==> src/rtl/rxb_pkg.sv <==
package rxb_pkg;

  // interrupt level for each select code
  function automatic int unsigned thr_level(input logic [1:0] code);
    case (code)
      2'd0:    thr_level = 1;
      2'd1:    thr_level = 4;
      2'd2:    thr_level = 8;
      default: thr_level = 12;
    endcase
  endfunction

  // ring pointer step with wrap at depth
  function automatic int unsigned ring_next(input int unsigned p, input int unsigned depth);
    ring_next = (p == depth - 1) ? 0 : p + 1;
  endfunction

endpackage

==> src/rtl/rxb_ptr_ctrl.sv <==
module rxb_ptr_ctrl #(
  parameter int DEPTH = 16,
  localparam int PTR_W = $clog2(DEPTH),
  localparam int CNT_W = $clog2(DEPTH + 1)
) (
  input  logic             clk,
  input  logic             rst_n,
  input  logic             clr,
  input  logic             wr_en,
  input  logic             rd_en,
  output logic [PTR_W-1:0] wr_ptr,
  output logic [PTR_W-1:0] rd_ptr,
  output logic [CNT_W-1:0] fill,
  output logic             ovf,
  output logic             wr_go,
  output logic             rd_take,
  output logic             cnt_up
);
  import rxb_pkg::*;

  logic full, drop_old, cnt_dn;

  assign full     = (fill == CNT_W'(DEPTH));
  assign wr_go    = wr_en && !clr;
  assign rd_take  = rd_en && !clr && (fill != '0);
  assign drop_old = wr_go && full && !rd_take;
  assign cnt_up   = wr_go && !rd_take && !full;
  assign cnt_dn   = rd_take && !wr_go;

  always_ff @(posedge clk or negedge rst_n) begin
    if (!rst_n) begin
      wr_ptr <= '0;
      rd_ptr <= '0;
      fill   <= '0;
      ovf    <= 1'b0;
    end else if (clr) begin
      wr_ptr <= '0;
      rd_ptr <= '0;
      fill   <= '0;
      ovf    <= 1'b0;
    end else begin
      if (wr_go)
        wr_ptr <= PTR_W'(ring_next(int'(wr_ptr), DEPTH));
      if (rd_take || drop_old)
        rd_ptr <= PTR_W'(ring_next(int'(rd_ptr), DEPTH));
      if (cnt_up)
        fill <= fill + 1'b1;
      else if (cnt_dn)
        fill <= fill - 1'b1;
      if (drop_old)
        ovf <= 1'b1;
    end
  end

endmodule

==> src/rtl/rxb_store.sv <==
module rxb_store #(
  parameter int DATA_W = 8,
  parameter int DEPTH  = 16,
  localparam int PTR_W = $clog2(DEPTH)
) (
  input  logic              clk,
  input  logic              rst_n,
  input  logic              we,
  input  logic [PTR_W-1:0]  waddr,
  input  logic [DATA_W-1:0] wdata,
  input  logic              re,
  input  logic [PTR_W-1:0]  raddr,
  output logic [DATA_W-1:0] rdata
);

  logic [DATA_W-1:0] mem [DEPTH];

  always_ff @(posedge clk) begin
    if (we)
      mem[waddr] <= wdata;
  end

  // read captures the old slot content even when waddr == raddr
  always_ff @(posedge clk or negedge rst_n) begin
    if (!rst_n)
      rdata <= '0;
    else if (re)
      rdata <= mem[raddr];
  end

endmodule

==> src/rtl/rxb_irq.sv <==
module rxb_irq #(
  parameter int DEPTH = 16,
  localparam int CNT_W = $clog2(DEPTH + 1)
) (
  input  logic             clk,
  input  logic             rst_n,
  input  logic             clr,
  input  logic             cnt_up,
  input  logic [CNT_W-1:0] fill,
  input  logic [1:0]       thr_sel,
  output logic             irq,
  output logic             thr_hit
);
  import rxb_pkg::*;

  // only an increment that lands on the level counts
  assign thr_hit = cnt_up && ((int'(fill) + 1) == int'(thr_level(thr_sel)));

  always_ff @(posedge clk or negedge rst_n) begin
    if (!rst_n)
      irq <= 1'b0;
    else if (clr)
      irq <= 1'b0;
    else
      irq <= thr_hit;
  end

endmodule

==> src/rtl/rx_byte_ring.sv <==
module rx_byte_ring #(
  parameter int DATA_W = 8,
  parameter int DEPTH  = 16,
  localparam int PTR_W = $clog2(DEPTH),
  localparam int CNT_W = $clog2(DEPTH + 1)
) (
  input  logic              clk,
  input  logic              rst_n,
  input  logic              clr,
  input  logic              wr_en,
  input  logic [DATA_W-1:0] wr_data,
  input  logic              rd_en,
  output logic [DATA_W-1:0] rd_data,
  input  logic [1:0]        thr_sel,
  output logic [CNT_W-1:0]  fill_level,
  output logic              irq,
  output logic              ovf_flag
);

  logic [PTR_W-1:0] wr_ptr, rd_ptr;
  logic             wr_go, rd_take, cnt_up, thr_hit;

  rxb_ptr_ctrl #(.DEPTH(DEPTH)) u_ptr (
    .clk     (clk),
    .rst_n   (rst_n),
    .clr     (clr),
    .wr_en   (wr_en),
    .rd_en   (rd_en),
    .wr_ptr  (wr_ptr),
    .rd_ptr  (rd_ptr),
    .fill    (fill_level),
    .ovf     (ovf_flag),
    .wr_go   (wr_go),
    .rd_take (rd_take),
    .cnt_up  (cnt_up)
  );

  rxb_store #(.DATA_W(DATA_W), .DEPTH(DEPTH)) u_store (
    .clk   (clk),
    .rst_n (rst_n),
    .we    (wr_go),
    .waddr (wr_ptr),
    .wdata (wr_data),
    .re    (rd_take),
    .raddr (rd_ptr),
    .rdata (rd_data)
  );

  rxb_irq #(.DEPTH(DEPTH)) u_irq (
    .clk     (clk),
    .rst_n   (rst_n),
    .clr     (clr),
    .cnt_up  (cnt_up),
    .fill    (fill_level),
    .thr_sel (thr_sel),
    .irq     (irq),
    .thr_hit (thr_hit)
  );

endmodule

==> config.mk <==
export PLATFORM = sky130hd
export DESIGN_NAME = rx_byte_ring
export DESIGN_NICKNAME = d
export VERILOG_FILES = /design/src/rtl/rxb_pkg.sv /design/src/rtl/rxb_ptr_ctrl.sv /design/src/rtl/rxb_store.sv /design/src/rtl/rxb_irq.sv /design/src/rtl/rx_byte_ring.sv
export SDC_FILE = /design/constraint.sdc
export NUM_CORES = 1
export LEC_CHECK = 0
export CORE_MARGIN = 1
export CORE_UTILIZATION = 42
export DETAILED_ROUTE_END_ITERATION = 8
export DONT_BUFFER_PORTS = 1
export REMOVE_ABC_BUFFERS = 1
export SYNTH_ARGS = -nofsm -noshare
export SYNTH_HDL_FRONTEND = slang
export SYNTH_HIERARCHICAL = 1
export SYNTH_SLANG_ARGS = --single-unit
export TNS_END_PERCENT = 10
==> constraint.sdc <==
create_clock -name clk -period 3.99 [get_ports clk]
set_clock_uncertainty 0.2 [all_clocks]
set_input_delay 1.197 -clock clk [delete_from_list [all_inputs] [get_ports clk]]
set_output_delay 1.197 -clock clk [all_outputs]
set_load 0.01 [all_outputs]
**After elaboration in Yosys (flattened, before gate mapping)**

Memory sizes are Yosys's and may differ from the RTL's. A register that Yosys moved wholly into a read port is not among the register bits.
Index checks and enable logic that the tools add are counted.

- Memory bits (read-only): 0
- Latch bits: 0
- Input port bits: 15
- Logic and storage cells: 53
- Output and inout bits: 15
- Register bits: 15
- Memories: 1
- Memory bits (writable): 128

Memory list:

| memory | depth | width | read ports | clocked after Yosys merged registers in | wr ports | RTL line | source |
|---|---|---|---|---|---|---|---|
| u_store.mem | 16 | 8 | 1 | 1 | 1 | rxb_store.sv:16 | `logic [DATA_W-1:0] mem [DEPTH];` |

- Equal/unequal tests: 6
- Magnitude comparators: 0
- Multiplexer cells: 15
- Add/subtract/negate cells: 5
- Reductions and logical operators: 21
- Multiply operators: 0
- Divide/modulo/power cells: 0
- Shifts and indexed selects: 0
- Bitwise gates (word level): 0

Operators with widths:

| kind | number |
|---|---|
| equality test 32 x 5 -> 1 bit | 1 |
| two-way mux 4 bit | 6 |
| two-way mux 5 bit | 3 |
| case mux 4 bit (3 select lines) | 1 |
| logical AND 1 bit | 9 |
| adder 4 x 1 -> 4 bit, second input constant | 2 |
| equality test 4 bit, second input constant | 2 |
| adder 5 x 1 -> 6 bit, second input constant | 1 |
| nonzero test 2 bit | 3 |
| adder 5 x 1 -> 5 bit, second input constant | 1 |
| equality test 5 bit, second input constant | 1 |
| zero test 1 bit | 5 |
| two-way mux 1 bit | 5 |
| nonzero test 5 bit | 1 |
| subtractor 5 x 1 -> 5 bit, second input constant | 1 |
| nonzero test 3 bit | 1 |
| equality test 2 x 1 -> 1 bit, second input constant | 1 |
| equality test 2 bit, second input constant | 1 |
| zero test 2 bit | 1 |
| logical OR 1 bit | 1 |

**Depth between registers and ports, before layout**

Gate-level depths: netlist of run 1.

- Depth after elaboration: 8
- Mapped depth: 9
- Mapped depth without buffers: 8

**By module**

The synthesis of run 1 kept the hierarchy.

Modules (own cells, without submodules):

| module | cells each | sequential area each (um^2) | instances | area an instance (um^2) |
|---|---|---|---|---|
| rxb_store | 240 | 4,043.9 | 1 | 5,331.4 |
| rxb_ptr_ctrl | 93 | 350.3 | 1 | 890.9 |
| rxb_irq | 17 | 25.0 | 1 | 141.4 |

**Worst setup path before layout of run 1**

Ideal clock, no wire load.

- Path kind: in2reg
- From: input wr_en
- To: register u_ptr.fill[4]
- Required time: 3,664 ps
- Setup time: 126 ps
- Slack: 446 ps
- Stages on the path: 9
- Arrival time: 3,218 ps
- Path through: buf_2 > nor2b_1 > o211ai_4 > fa_1 > a21o_1 > a21oi_1 > xor2_1 > nor4_1 > a221o_1

- Cells in the longest elaborated chain, start to end: 5
- Elaborated cells on any way between the ends: 8
- Classes of those cells: 2 x mux; 6 x reduce/logical

RTL lines:

| element | RTL line | source |
|---|---|---|
| from (decl) | rx_byte_ring.sv:10 | `input logic wr_en,` |
| logical AND 1 bit (*) | rxb_ptr_ctrl.sv:24 | `assign wr_go = wr_en && !clr;` |
| via wr_go | rx_byte_ring.sv:21 | `logic wr_go, rd_take, cnt_up, thr_hit;` |
| logical AND 1 bit (2 in a row) | rxb_ptr_ctrl.sv:27 | `assign cnt_up = wr_go && !rd_take && !full;` |
| two-way mux 5 bit | rxb_ptr_ctrl.sv:46 | `if (cnt_up)` |
| two-way mux 5 bit | rxb_ptr_ctrl.sv:36 | `end else if (clr) begin` |
| to (signal assigned) | rxb_ptr_ctrl.sv:47 | `fill <= fill + 1'b1;` |
| to (signal assigned) | rxb_ptr_ctrl.sv:49 | `fill <= fill - 1'b1;` |
| to (decl) | rxb_ptr_ctrl.sv:13 | `output logic [CNT_W-1:0] fill,` |

Mark *: on every way through the listed nets, which the timed path passes. The rest lies on a longest branch.
A chain may end at the register's enable or synchronous reset.

**Worst setup path in the final report of run 1**

- From: input wr_en
- To: register u_ptr.fill[4]

- Cells in the longest elaborated chain, start to end: 5
- Elaborated cells on any way between the ends: 8
- Classes of those cells: 2 x mux; 6 x reduce/logical

RTL lines:

| element | RTL line |
|---|---|
| logical AND 1 bit (*) | rxb_ptr_ctrl.sv:24 |
| logical AND 1 bit (2 in a row) | rxb_ptr_ctrl.sv:27 |
| two-way mux 5 bit | rxb_ptr_ctrl.sv:46 |
| two-way mux 5 bit | rxb_ptr_ctrl.sv:36 |

Mark *: on every way between the ends. The rest lies on a longest branch, timed or not.

==> run_results.csv, run 1 <==
group,metric,value,unit
route,drtPass1Iterations,6,
floorplan,initial_utilization,0.434,
finish,final_core_util,0.490,
pwr,power.switching,0.998,mW
grt,grt_pass1_vias,3484,
route,detail-route-antenna-nets,0,
sta,fin_setup_tns,0,ns
grt,grt_max_degree,37,
sta,setup_viol,0,
finish,drive_above_1_share,0.243,
critical_path,arrival,3.25,ns
pwr,p_leak,2.38,nW
clock_network,cts_resized,0,
finish,area_delta_synth_final,12.8,%
clock_network,numCtsBuffers,17,
place,dp_hpwl,7750,µm
critical_path,r2r_cells,8,
sta,fin_crit_sh,0.792,
route,drc,8,
pwr,clkPwrFrac,0.394,
critical_path,crit_required,4.08,ns
sta,setup_slack,0.829,ns
sta,fin_hold_ws,0.280,ns
critical_path,regToRegSetupSlack,0.84,ns
clock_network,htreeDepth,4,
critical_path,reg2reg_to,"u_ptr/fill[4]$_DFFE_PN0P_",
synthesis,yosysWarnings,6,
critical_path,endpoint_kind,"flop",
finish,multi_input_area,1780,µm²
finish,stdcell_count,566,
clock_network,holdBufCountCts,0,
grt,grt_usage,0.175,
synthesis,syn-instance-count,349,
finish,final_cell_mix,"128 x edfxtp_1, 29 x nor2_1, 26 x mux4_2",
place,pre_cts_ws,0.442,ns
sta,rsz0062_at_grt,"false",
pwr,switching_share,0.249,
floorplan,ios,30,
place,dp_cells,534,
finish,regArea,4420,µm²
sta,finalCriticalPeriod,3.16,ns
finish,n_antenna_cell,0,
run,drv_cap,0,
route,finalWirelength,12500,µm
pwr,p_seq_frac,0.479,
floorplan,dieArea,15600,µm²
floorplan,core-area,14600,µm²
floorplan,die_h,125,µm
clock_network,cts_sinks,151,
critical_path,crit_path_max_fanout,10,
clock_network,clock_latency,0.41,ns
critical_path,startpoint_type,"input pin",
grt,antenna_found_initial,0,
pwr,ir_worst_vdd,0.000318,V
clock_network,clk_pin_slew,0.06,ns
floorplan,die_w,125,µm
pwr,combPwrFrac,0.127,
sta,relSlewSlack,0.303,
floorplan,rows,44,
run_status,violations,"design-rule violations",
finish,final_common_cell,"edfxtp_1",
clock_network,clock-root-buffer,"clkbuf_16",
critical_path,crit_type,"input pin to flop",
finish,n_fill_cell,1195,
route,drt-wirelength-per-cell,22.0,µm
run_status,status,"finished with violations",
clock_network,cts_tree,"built",
sta,fmax,316,MHz
synthesis,syn_area,6360,µm²
critical_path,r2r_start,"u_ptr/fill[1]$_DFFE_PN0P_",
critical_path,startpoint,"wr_en",
route,dr.first_iter.drc_count,264,
synthesis,synth.avg_cell_area,18.2,µm²
place,io_buffers,0,
pwr,internal_power,3.00,mW
finish,fin_nets,392,
clock_network,cts.path.max_buffers,2,
route,routed_via_density,5.70,
sta,slew_violations,0,
pwr,power_density,558,nW/µm²
sta,finalHoldViolations,0,
sta,tightest_slew,1.04,ns
clock_network,cts_setup_buffers,0,
grt,grt_overflow,0,
worst_hold_path,hp-class,"input pin to asynchronous set/reset pin",
place,gp_congestion,0.734,
grt,grt_pass1_wl,20000,µm
route,dr_total_vias,3226,
-- final cells by class --
cell class	instances	area share
Tap cell	184	0.0321
Timing Repair Buffer	18	0.0188
Multi-Input combinational cell	175	0.248
Inverter	6	0.00314
Clock inverter	13	0.0215
Clock buffer	19	0.0603
Sequential cell	151	0.616
-- routing by layer --
metal	share of wire	global-route usage	wire length, µm	vias to the layer above
li1	-	-	-	1452
met1	0.45	0.232	5600	1693
met2	0.50	0.284	6260	75
met3	0.043	0.0518	539	6
met4	0.0063	0.0473	78	0
met5	0	0	0	-
-- sequential cells by signal, summed over array words and instances (netlist names) --
register and cells:
u_ptr/wr_ptr 4, u_irq/irq 1, u_store/mem 128, u_ptr/fill 5, u_store/rdata 8, u_ptr/ovf 1, u_ptr/rd_ptr 4
-- critical path, stage by stage --
cell and delay (ns):
nor2b_1 0.41, o211ai_4 0.21, fa_1 0.51, a21o_1 0.20
a21oi_1 0.17, xor2_1 0.20, nor4_1 0.07, a221o_1 0.27
-- how the worst max path moves through the flow --
stage / end / cells past startpoint / slack, ns
floorplan: u_store/rdata[0]$_DFFE_PN0P_ / 4 / 0.45
global placement: u_ptr/fill[4]$_DFFE_PN0P_ / 8 / 0.52
detailed placement: u_ptr/fill[4]$_DFFE_PN0P_ / 8 / 0.44
CTS: u_ptr/fill[4]$_DFFE_PN0P_ / 8 / 0.83
global route: u_ptr/fill[4]$_DFFE_PN0P_ / 8 / 0.65
finish: u_ptr/fill[4]$_DFFE_PN0P_ / 8 / 0.83
-- per-stage QoR --
stage	cell area (µm²)	power [mW]
3_5_place_dp	6590	2.46
5_1_grt	7170	4.17
6_report	7170	4.00
4_1_cts	7170	4.05
2_1_floorplan	6220	2.32
3_3_place_gp	6590	2.44
-- power groups by stage --
stage                     Combinational, mW  Sequential (mW)  Clock (mW)
after global routing                  0.567             1.93        1.67
after global placement                0.494             1.95           0
final                                 0.508             1.92        1.58
after floorplan                       0.372             1.94           0
after CTS                             0.513             1.92        1.62
after detailed placement              0.507             1.95           0
Note: power is estimated with default switching activity, not from simulation.
==> inputs of run 2 (changes only) <==
--- a/config.mk
+++ b/config.mk
@@ -5,6 +5,7 @@
 export SDC_FILE = /design/constraint.sdc
 export NUM_CORES = 1
 export LEC_CHECK = 0
+export ABC_AREA = 1
 export CORE_MARGIN = 1
 export CORE_UTILIZATION = 42
 export DETAILED_ROUTE_END_ITERATION = 8
==> constraint.sdc (replaced) <==
create_clock -name clk -period 2.8 [get_ports clk]
set_clock_uncertainty 0.2 [all_clocks]
set_input_delay 0.84 -clock clk [delete_from_list [all_inputs] [get_ports clk]]
set_output_delay 0.84 -clock clk [all_outputs]
set_load 0.01 [all_outputs]
==> run 2 against run 1 <==
Compared with the run above: the run still ends with design-rule violations left; worst hold slack worse by 0.25 ns; wire length increased by 23%; register-to-register slack lost 0.46 ns; synthesized cell count up 82%; critical path depth is 5 higher; power rose by 65%; die area is 6.3% higher; final area grew 6.3%; critical path type is now flop to flop; highest routed layer unchanged.
==> run_results.csv, run 2 <==
group,metric,value,unit
critical_path,crit_type,"flop to flop",
finish,drive_above_1_share,0.122,
grt,grt_overflow,0,
floorplan,dieArea,16600,µm²
critical_path,crit_path_max_fanout,7,
finish,area_delta_synth_final,12.7,%
critical_path,timing.critical_path.mode_cell,"nand2_1",
finish,stdcell_count,886,
clock_network,cts_sinks,151,
critical_path,arrival,2.54,ns
finish,multi_input_area,1990,µm²
pwr,p_leak,3.01,nW
sta,finalCriticalPeriod,2.42,ns
finish,n_antenna_cell,0,
route,routed_via_density,5.24,
sta,fin_hold_ws,0.0265,ns
route,drt-wirelength-per-cell,17.4,µm
sta,rsz0062_at_grt,"false",
critical_path,startpoint,"u_ptr/fill[1]$_DFFE_PN0P_",
sta,fin_crit_sh,0.863,
route,dr_total_vias,4645,
floorplan,ios,30,
critical_path,r2r_start,"u_ptr/fill[1]$_DFFE_PN0P_",
sta,slew_violations,0,
grt,grt_pass1_vias,4277,
route,finalWirelength,15400,µm
critical_path,path_cells,"nor2_1, nand3_2, nand2_4, nand2_4, ha_1, a21oi_1, nand2_1, nand2_1, nand2_1, nand2_1, nand2_1, nand2_1, nand2_1",
clock_network,cts_tree,"built",
synthesis,syn_area,6770,µm²
sta,fmax,414,MHz
clock_network,cts.path.max_buffers,2,
synthesis,synth.avg_cell_area,10.7,µm²
synthesis,syn-instance-count,634,
sta,setup_slack,0.383,ns
grt,grt_pass1_wl,24000,µm
finish,fin_nets,680,
critical_path,startpoint_type,"flop",
finish,largest_reg_flops,128,
finish,n_fill_cell,1457,
worst_hold_path,hp-class,"input pin to asynchronous set/reset pin",
clock_network,clk_pin_slew,0.06,ns
pwr,ir_worst_vdd,0.000541,V
clock_network,clock_latency,0.42,ns
route,drc,3,
floorplan,initial_utilization,0.428,
place,postPlaceCellArea,7000,µm²
clock_network,clock-root-buffer,"clkbuf_16",
sta,finalHoldViolations,0,
grt,grt_max_degree,69,
critical_path,crit_required,2.92,ns
grt,antenna_found_initial,0,
clock_network,htreeDepth,4,
floorplan,die_h,129,µm
finish,largest_register,"u_store/mem",
finish,final_area,7630,µm²
floorplan,die_w,129,µm
floorplan,core-area,15800,µm²
place,gp_congestion,0.862,
sta,setup_viol,0,
critical_path,cpMaxStageDelayCell,"dfrtp_1",
grt,grt_usage,0.200,
floorplan,rows,46,
sta,relSlewSlack,0.514,
place,dp_cells,853,
run,drv_cap,0,
critical_path,cpPeakStageDelay,0.38,ns
route,dr.first_iter.drc_count,544,
finish,regArea,4420,µm²
finish,final_cell_mix,"253 x nand2_1, 128 x edfxtp_1, 113 x nand3_1",
finish,top_regs,"u_store/mem (128), u_store/rdata (8), u_ptr/fill (5)",
sta,fin_setup_tns,0,ns
sta,tightest_slew,0.729,ns
run_status,violations,"design-rule violations",
place,dp_hpwl,9800,µm
place,io_buffers,0,
critical_path,endpoint_kind,"flop",
finish,final_common_cell,"nand2_1",
run_status,status,"finished with violations",
clock_network,numCtsBuffers,17,
pwr,power_density,867,nW/µm²
route,drtPass1Iterations,9,
synthesis,yosysWarnings,6,
route,detail-route-antenna-nets,0,
place,pre_cts_ws,0.186,ns
## run 2: timing repair
| item | CTS | global route |
|---|---|---|
| hold buffers | 1 | 0 |
| endpoints found under the hold margin | 23 | 0 |
| gates resized for setup | 0 | 0 |
| buffers inserted | 0 | 0 |
## run 2: cell type report
| type | count | area share |
|---|---|---|
| Clock inverter | 15 | 0.0236 |
| Timing Repair Buffer | 29 | 0.0318 |
| Inverter | 26 | 0.0131 |
| Multi-Input combinational cell | 432 | 0.261 |
| Sequential cell | 151 | 0.580 |
| Clock buffer | 17 | 0.0558 |
| Tap cell | 216 | 0.0354 |
## run 2: power by group
part / leakage [nW] / total [mW] / switching (mW) / internal, mW
registers: 1.46 / 2.64 / 0.101 / 2.54
logic: 1.28 / 1.66 / 1.15 / 0.517
clock network: 0.279 / 2.30 / 0.899 / 1.40
## run 2: path summary, 6_finish.rpt
check	to	slack (ns)	depth (start not counted)
hold reg to reg	u_store/rdata[5]$_DFFE_PN0P_	0.35	2
min in group clk	u_irq/irq$_DFF_PN0_	0.27	1
max in group asynchronous	u_ptr/rd_ptr[0]$_DFFE_PN0P_	2.22	1
setup reg to reg	u_ptr/fill[4]$_DFFE_PN0P_	0.38	13
setup / recovery	u_ptr/fill[4]$_DFFE_PN0P_	0.38	13
hold / removal	u_store/rdata[4]$_DFFE_PN0P_	0.03	1
## run 2: worst max-delay path: cells and delay by family, from the launching register on
| family | cells | cell delay, ns |
|---|---|---|
| AOI/OAI and AO/OA | 1 | 0.26 |
| adders and majority gates | 1 | 0.36 |
| and+or+nand+nor | 11 | 1.11 |
| DFF | 1 | 0.38 |
## run 2: per-stage QoR
| step | power (mW) | util |
|---|---|---|
| after floorplan | 3.79 | - |
| after global placement | 4.30 | 0.442 |
| after detailed placement | 4.33 | 0.442 |
| after CTS | 6.65 | 0.482 |
| after global routing | 6.96 | 0.482 |
| final | 6.61 | 0.482 |
## run 2: metal layers
| layer | vias to the layer above | part of all wire | wire [µm] | global-route usage |
|---|---|---|---|---|
| li1 | 2191 | - | - | - |
| met3 | 28 | 0.066 | 1020 | 0.0499 |
| met4 | 0 | 0.023 | 346 | 0.0817 |
| met2 | 180 | 0.48 | 7340 | 0.304 |
| met1 | 2246 | 0.43 | 6670 | 0.275 |
| met5 | - | 0 | 0 | 0 |
